<file path="src/rtl/rad_pkg.sv">
package rad_pkg;

  // Difference bit of a one-bit subtract x - y - bin
  function automatic logic sub_diff(input logic x, input logic y, input logic bin);
    return x ^ y ^ bin;
  endfunction

  // Borrow out of a one-bit subtract x - y - bin
  function automatic logic sub_borrow(input logic x, input logic y, input logic bin);
    return (~x & y) | (~(x ^ y) & bin);
  endfunction

endpackage

</file>
<file path="src/rtl/rad_fsub_cell.sv">
module rad_fsub_cell
  import rad_pkg::*;
(
  input  logic x_i,
  input  logic y_i,
  input  logic bin_i,
  output logic d_o,
  output logic bout_o
);

  assign d_o    = sub_diff(x_i, y_i, bin_i);
  assign bout_o = sub_borrow(x_i, y_i, bin_i);

endmodule

</file>
<file path="src/rtl/rad_borrow_cell.sv">
module rad_borrow_cell
  import rad_pkg::*;
(
  input  logic x_i,
  input  logic y_i,
  input  logic bin_i,
  output logic bout_o
);

  assign bout_o = sub_borrow(x_i, y_i, bin_i);

endmodule

</file>
<file path="src/rtl/rad_sub_row.sv">
// One trial-subtract row. The top difference bit is never needed
// (the surviving remainder always fits in WIDTH-1 bits), so the top
// position is a borrow-only cell.
module rad_sub_row #(
  parameter int WIDTH = 8
) (
  input  logic [WIDTH-1:0] rem_i,
  input  logic [WIDTH-1:0] dvs_i,
  output logic [WIDTH-2:0] diff_o,
  output logic             borrow_o
);

  localparam int LOW_BITS = WIDTH - 1;

  logic [WIDTH-1:0] chain;

  for (genvar j = 0; j < LOW_BITS; j++) begin : g_cell
    logic bin;
    if (j == 0) begin : g_lsb
      assign bin = 1'b0;
    end else begin : g_mid
      assign bin = chain[j-1];
    end
    rad_fsub_cell u_cell (
      .x_i    (rem_i[j]),
      .y_i    (dvs_i[j]),
      .bin_i  (bin),
      .d_o    (diff_o[j]),
      .bout_o (chain[j])
    );
  end

  rad_borrow_cell u_top (
    .x_i    (rem_i[LOW_BITS]),
    .y_i    (dvs_i[LOW_BITS]),
    .bin_i  (chain[LOW_BITS-1]),
    .bout_o (chain[LOW_BITS])
  );

  assign borrow_o = chain[LOW_BITS];

endmodule

</file>
<file path="src/rtl/rad_cmp_row.sv">
// Final row: only its borrow (the last quotient bit) is consumed.
module rad_cmp_row #(
  parameter int WIDTH = 8
) (
  input  logic [WIDTH-1:0] rem_i,
  input  logic [WIDTH-1:0] dvs_i,
  output logic             borrow_o
);

  logic [WIDTH-1:0] chain;

  for (genvar j = 0; j < WIDTH; j++) begin : g_cell
    logic bin;
    if (j == 0) begin : g_lsb
      assign bin = 1'b0;
    end else begin : g_up
      assign bin = chain[j-1];
    end
    rad_borrow_cell u_cell (
      .x_i    (rem_i[j]),
      .y_i    (dvs_i[j]),
      .bin_i  (bin),
      .bout_o (chain[j])
    );
  end

  assign borrow_o = chain[WIDTH-1];

endmodule

</file>
<file path="src/rtl/rad_restore_mux.sv">
module rad_restore_mux #(
  parameter int BITS = 7
) (
  input  logic            restore_i,
  input  logic [BITS-1:0] prev_i,
  input  logic [BITS-1:0] diff_i,
  output logic [BITS-1:0] rem_o
);

  for (genvar k = 0; k < BITS; k++) begin : g_bit
    assign rem_o[k] = restore_i ? prev_i[k] : diff_i[k];
  end

endmodule

</file>
<file path="src/rtl/restoring_array_div.sv">
// Unrolled restoring divider: WIDTH rows, quotient MSB from row 0.
// WIDTH must be at least 2.
module restoring_array_div #(
  parameter int WIDTH = 8
) (
  input  logic [WIDTH-1:0] dividend,
  input  logic [WIDTH-1:0] divisor,
  output logic [WIDTH-1:0] quotient
);

  localparam int ROWS     = WIDTH;
  localparam int REM_BITS = WIDTH - 1;

  logic [ROWS-1:0][WIDTH-1:0]    row_in;
  logic [ROWS-1:0][REM_BITS-1:0] row_rem;
  logic [ROWS-1:0][REM_BITS-1:0] row_diff;
  logic [ROWS-1:0]               row_borrow;

  for (genvar r = 0; r < ROWS; r++) begin : g_row
    // Partial remainder entering this row
    if (r == 0) begin : g_first
      assign row_in[r] = {{REM_BITS{1'b0}}, dividend[WIDTH-1]};
    end else begin : g_next
      assign row_in[r] = {row_rem[r-1], dividend[WIDTH-1-r]};
    end

    if (r < ROWS - 1) begin : g_trial
      rad_sub_row #(.WIDTH(WIDTH)) u_sub (
        .rem_i    (row_in[r]),
        .dvs_i    (divisor),
        .diff_o   (row_diff[r]),
        .borrow_o (row_borrow[r])
      );
      rad_restore_mux #(.BITS(REM_BITS)) u_mux (
        .restore_i (row_borrow[r]),
        .prev_i    (row_in[r][REM_BITS-1:0]),
        .diff_i    (row_diff[r]),
        .rem_o     (row_rem[r])
      );
    end else begin : g_last
      rad_cmp_row #(.WIDTH(WIDTH)) u_cmp (
        .rem_i    (row_in[r]),
        .dvs_i    (divisor),
        .borrow_o (row_borrow[r])
      );
      assign row_diff[r] = '0;
      assign row_rem[r]  = '0;
    end

    assign quotient[WIDTH-1-r] = ~row_borrow[r];
  end

endmodule

</file>
<file path="config.mk">
export PLATFORM = sky130hd
export DESIGN_NAME = restoring_array_div
export DESIGN_NICKNAME = d
export VERILOG_FILES = /design/src/rtl/rad_pkg.sv /design/src/rtl/rad_fsub_cell.sv /design/src/rtl/rad_borrow_cell.sv /design/src/rtl/rad_sub_row.sv /design/src/rtl/rad_cmp_row.sv /design/src/rtl/rad_restore_mux.sv /design/src/rtl/restoring_array_div.sv
export SDC_FILE = /design/constraint.sdc
export NUM_CORES = 1
export LEC_CHECK = 0
export BUFFER_PORTS_ARGS = -buffer_cell sky130_fd_sc_hd__clkbuf_2
export CORE_MARGIN = 8
export CORE_UTILIZATION = 30
export DETAILED_ROUTE_END_ITERATION = 10
export PLACE_DENSITY_LB_ADDON = 0.2
export SYNTH_ARGS = -nofsm -noshare
export SYNTH_HDL_FRONTEND = slang
export SYNTH_SLANG_ARGS = --single-unit
</file>
<file path="constraint.sdc">
create_clock -name vclk -period 28.8
set_input_delay 2.88 -clock vclk [all_inputs]
set_output_delay 2.88 -clock vclk [all_outputs]
set_load 0.005 [all_outputs]
</file>
==> impl_metrics.py, run 1 <==
metrics = {
    "global_routing": {
        "grt_pass1_wl_um": 7530,
        "grt_pass1_vias": 1542,
        "grt_max_degree": 12,
        "grtUsageTotal_pct": 8.99,
        "antenna_found_initial": 0,
        "grt.overflow.total": 0,
    },
    "run_status": {
        "outcome": "finished clean",
    },
    "die": {
        "die_w_um": 97.7,
        "start_util_pct": 31.3,
        "die_h_um": 97.7,
        "std_cell_rows": 29,
        "core_area_mm2": 0.00639,
        "ios": 24,
        "die_area_mm2": 0.00954,
    },
    "timing": {
        "setup_viol": 0,
        "slew_viol_final": 0,
        "post-route-min-period_ns": 26.15,
        "fmax_mhz": 38.2,
        "worstMarginPinSlew_ns": 0.634,
        "slew-limit-headroom_pct": 57.7,
        "finalHoldViolations": 0,
        "setup_tns_ns": 0,
        "finalCritPeriodShare_pct": 90.8,
        "rsz0062_at_grt": "false",
    },
    "min_path": {
        "min_from": "divisor[7]",
        "min-delay-path-class": "in -> out",
    },
    "critical_path": {
        "cp_common_cell": "fa_1",
        "path_delay_family": "adder cells",
        "cpPeakStageDelay_ns": 0.46,
        "path_max_fanout": 11,
        "required_ns": 25.92,
        "cp.arrival_ns": 23.27,
        "critical_path_class": "in -> out",
        "startpoint": "divisor[1]",
        "slowest_stage": "o21ai_0",
        "worstSetupStartpointType": "primary input",
        "critPathBufInv": 16,
        "end_kind": "primary output",
    },
    "route": {
        "vias_per_cell": 4.70,
        "drc": 0,
        "vias": 1418,
        "wl_per_cell_um": 13.4,
        "drt_iter0_drc": 52,
        "first_pass_iters": 4,
        "drt_wl_total_um": 4050,
        "ant_nets": 0,
    },
    "placed_design": {
        "port_buffers": 24,
        "dp_cells": 302,
        "place.gp.congestion": 0.749,
        "dp_hpwl_um": 3720,
    },
    "cells_and_area": {
        "drive_gt1_share_pct": 16.9,
        "multiInputGateArea_mm2": 0.00176,
        "finalNonFillerCells": 302,
        "design.seq.count": 0,
        "seq_area_um2": 0,
        "antenna_cells": 0,
        "fill_cells": 665,
        "areaGrowthSynthToFinish_pct": 6.57,
        "n_clock_buffer": 0,
        "fin_nets": 305,
    },
    "logic_synthesis": {
        "yosys.area.top_type": "fa_1",
        "syn_area_per_cell_um2": 9.57,
        "yosysWarningCount": 0,
        "syn_inst": 209,
        "synth.most_common_cell": "inv_1",
        "synth-seq-area-share_pct": 0,
        "mappedNetlistNets": 287,
        "synth.area.top_cells": "fa_1, ha_1, mux2i_1",
        "syn_area_mm2": 0.00200,
        "synth_common_cells": "inv_1, fa_1, ha_1",
        "synth_cell_type_count": 44,
        "yosys.area.top_type_share_pct": 36.0,
    },
    "clock_network": {
        "cts_hold_buf": 0,
        "cts_resized": 0,
        "cts_setup_buffers": 0,
    },
    "power_and_ir_drop": {
        "leakage_nw": 1.10,
        "p_per_area_mw_per_mm2": 108,
        "peakVddDrop_mv": 0.0639,
    },
    "flow_run": {
        "maxCapViolCount": 0,
    },
}
## power by group
part           internal [mW]  leakage, nW  switching (mW)
Sequential                 0            0               0
Combinational          0.107         1.10           0.123
Clock                      0            0               0
Total                  0.107         1.10           0.123
## worst min-delay path, stage by stage
cell,delay [ns]
clkbuf_2,0.23
nor2b_1,0.18
clkbuf_2,0.14
## cell type report
cell class	count	share of cell area [%]
multi-input combinational	160	82.6
tap	77	4.52
inverter	41	7.22
timing repair buffer	24	5.63
## per-layer routing
metal | share of wire, % | vias to the layer above | GRT usage, %
met5 | 0 | - | 0
met4 | 0 | 0 | 0
met3 | 1.6 | 0 | 0.498
met2 | 48 | 8 | 15.7
met1 | 50 | 677 | 12.4
li1 | - | 733 | -
## cell usage in the layout, fill, tap and decap left out, types with 2 or more instances in the layout
| cell | synthesis | routed |
|---|---|---|
| a21o_1 | 2 | 2 |
| a21oi_1 | 7 | 7 |
| a31oi_1 | 4 | 4 |
| and2_1 | 3 | 3 |
| clkbuf_2 | 0 | 24 |
| fa_1 | 36 | 36 |
| ha_1 | 26 | 26 |
| inv_1 | 40 | 40 |
| mux2_2 | 5 | 5 |
| mux2_4 | 3 | 3 |
| mux2i_1 | 17 | 17 |
| nand2_1 | 8 | 8 |
| nand3_1 | 2 | 2 |
| nor2_1 | 11 | 11 |
| nor2b_1 | 3 | 3 |
| nor3_1 | 2 | 2 |
| o21a_1 | 2 | 2 |
| o21ai_0 | 7 | 7 |
## cells by family after synthesis
logic type / Yosys count / share of synthesized area (%)
AND/OR/NAND/NOR: 36 / 9.32
buffers and inverters: 49 / 11.9
multiplexers: 25 / 13.6
adder cells (fa/ha/maj): 62 / 52.3
AO/OA/AOI/OAI: 37 / 12.9
## per-stage QoR
stage               worst slack, ns  total power [mW]  cell area [um^2]  hold slack (ns)  util, %
global route                   1.11             0.273              2130             6.37     33.4
finish                         2.65             0.231              2130             6.32     33.4
detailed placement             2.56             0.234              2130             6.33     33.4
global placement               2.54             0.231              2130             6.35     33.4
CTS                            2.47             0.236              2130             6.34     33.4
floorplan                      4.49             0.190              2000             5.92        -
## final timing paths
kind | endpoint | slack, ns | depth (start not counted)
hold / removal | quotient[7] | 6.32 | 3
setup / recovery | quotient[0] | 2.65 | 82
No activity file was read; power rests on OpenSTA's default activity.
==> run 2, diff against run 1 <==
==> constraint.sdc (replaced) <==
create_clock -name vclk -period 30.5
set_input_delay 3.05 -clock vclk [all_inputs]
set_output_delay 3.05 -clock vclk [all_outputs]
set_load 0.005 [all_outputs]
==> impl_metrics.py, run 2 (synthesis gave the netlist of run 1 again) <==
metrics = {
    "power_and_ir_drop": {
        "intPower_uw": 101,
        "p_sw_share_pct": 53.4,
        "leakage_nw": 1.10,
        "p_per_area_mw_per_mm2": 102,
        "peakVddDrop_mv": 0.0675,
        "power_frac_seq_pct": 0,
        "combPwrFrac_pct": 100.0,
        "p_sw_uw": 116,
        "clock_power_share_pct": 0,
    },
    "die": {
        "start_util_pct": 31.3,
        "die_h_um": 97.7,
        "ios": 24,
        "std_cell_rows": 29,
        "die_area_mm2": 0.00954,
        "die_w_um": 97.7,
        "core_area_mm2": 0.00639,
    },
    "cells_and_area": {
        "final_common_cell": "inv_1",
        "drive_gt1_share_pct": 16.9,
        "n_clock_buffer": 0,
        "antenna_cells": 0,
        "design.seq.count": 0,
        "seq_area_um2": 0,
        "fin_nets": 305,
        "areaGrowthSynthToFinish_pct": 6.57,
        "layout_common_cells": "inv_1, fa_1, ha_1",
    },
    "run_status": {
        "outcome": "finished clean",
    },
    "critical_path": {
        "slowest_stage": "nor2b_1",
        "cp.arrival_ns": 23.41,
        "path_max_fanout": 11,
        "path_delay_family": "adder cells",
        "cp_common_cell": "fa_1",
        "worstSetupStartpointType": "primary input",
        "cpPeakStageDelay_ns": 0.45,
        "critPathBufInv": 16,
        "required_ns": 27.45,
        "end_kind": "primary output",
        "critical_path_class": "in -> out",
    },
    "timing": {
        "slew-limit-headroom_pct": 61.6,
        "fmax_mhz": 37.8,
        "post-route-min-period_ns": 26.46,
        "fin_hold_ws_ns": 6.68,
        "setup_viol": 0,
        "setup_tns_ns": 0,
        "finalHoldViolations": 0,
        "worstMarginPinSlew_ns": 0.572,
        "finalCritPeriodShare_pct": 86.8,
        "rsz0062_at_grt": "false",
        "slew_viol_final": 0,
    },
    "global_routing": {
        "grt.overflow.total": 0,
        "antenna_found_initial": 0,
        "grt_max_degree": 12,
        "grt_pass1_vias": 1563,
        "grtUsageTotal_pct": 8.88,
        "grt_pass1_wl_um": 7550,
    },
    "route": {
        "vias": 1413,
        "wl_per_cell_um": 13.4,
        "vias_per_cell": 4.68,
        "drt_wl_total_um": 4030,
        "drc": 0,
        "drt_iter0_drc": 46,
        "ant_nets": 0,
        "first_pass_iters": 4,
    },
    "min_path": {
        "hold_depth": 6,
        "hold_end": "quotient[0]",
        "min-delay-path-class": "in -> out",
        "min_from": "dividend[0]",
    },
    "placed_design": {
        "dp_hpwl_um": 3780,
        "place.gp.congestion": 0.761,
        "port_buffers": 24,
    },
    "flow_run": {
        "maxCapViolCount": 0,
    },
    "clock_network": {
        "cts_hold_buf": 0,
        "cts_setup_buffers": 0,
        "cts_resized": 0,
    },
}
==> run 2: metrics by stage <==
step	worst slack, ns	utilization (%)	std cells	power [mW]	instance area (um^2)
after floorplan	5.85	-	209	0.179	2000
after global placement	4.17	33.4	302	0.219	2130
after detailed placement	3.95	33.4	302	0.221	2130
after CTS	3.87	33.4	302	0.222	2130
after global routing	2.63	33.4	302	0.254	2130
final	4.04	33.4	302	0.217	2130
==> run 2: worst max-delay path by stage <==
stage	start	end	cells past startpoint
finish	divisor[1]	quotient[0]	82
global route	divisor[1]	quotient[0]	82
CTS	divisor[1]	quotient[0]	82
detailed placement	divisor[1]	quotient[0]	82
global placement	divisor[1]	quotient[0]	82
floorplan	divisor[1]	quotient[0]	86
==> run 2: power by group through the flow <==
stage | Clock (mW) | Combinational (mW) | Sequential [mW]
2_1_floorplan | 0 | 0.179 | 0
3_3_place_gp | 0 | 0.219 | 0
3_5_place_dp | 0 | 0.221 | 0
4_1_cts | 0 | 0.222 | 0
5_1_grt | 0 | 0.254 | 0
6_report | 0 | 0.217 | 0
==> run 2: area by class of cell <==
| type | count | area [um^2] |
|---|---|---|
| fillers | 676 | 4250 |
| multi-input cells | 160 | 1760 |
| inverters | 41 | 154 |
| repair buffers | 24 | 120 |
| well taps | 77 | 96.3 |
==> run 2: routing by layer <==
metal / global-route usage, % / wire length (um)
met2: 14.9 / 1920
met5: 0 / 0
met3: 0.569 / 94
met4: 0 / 0
met1: 12.7 / 2020
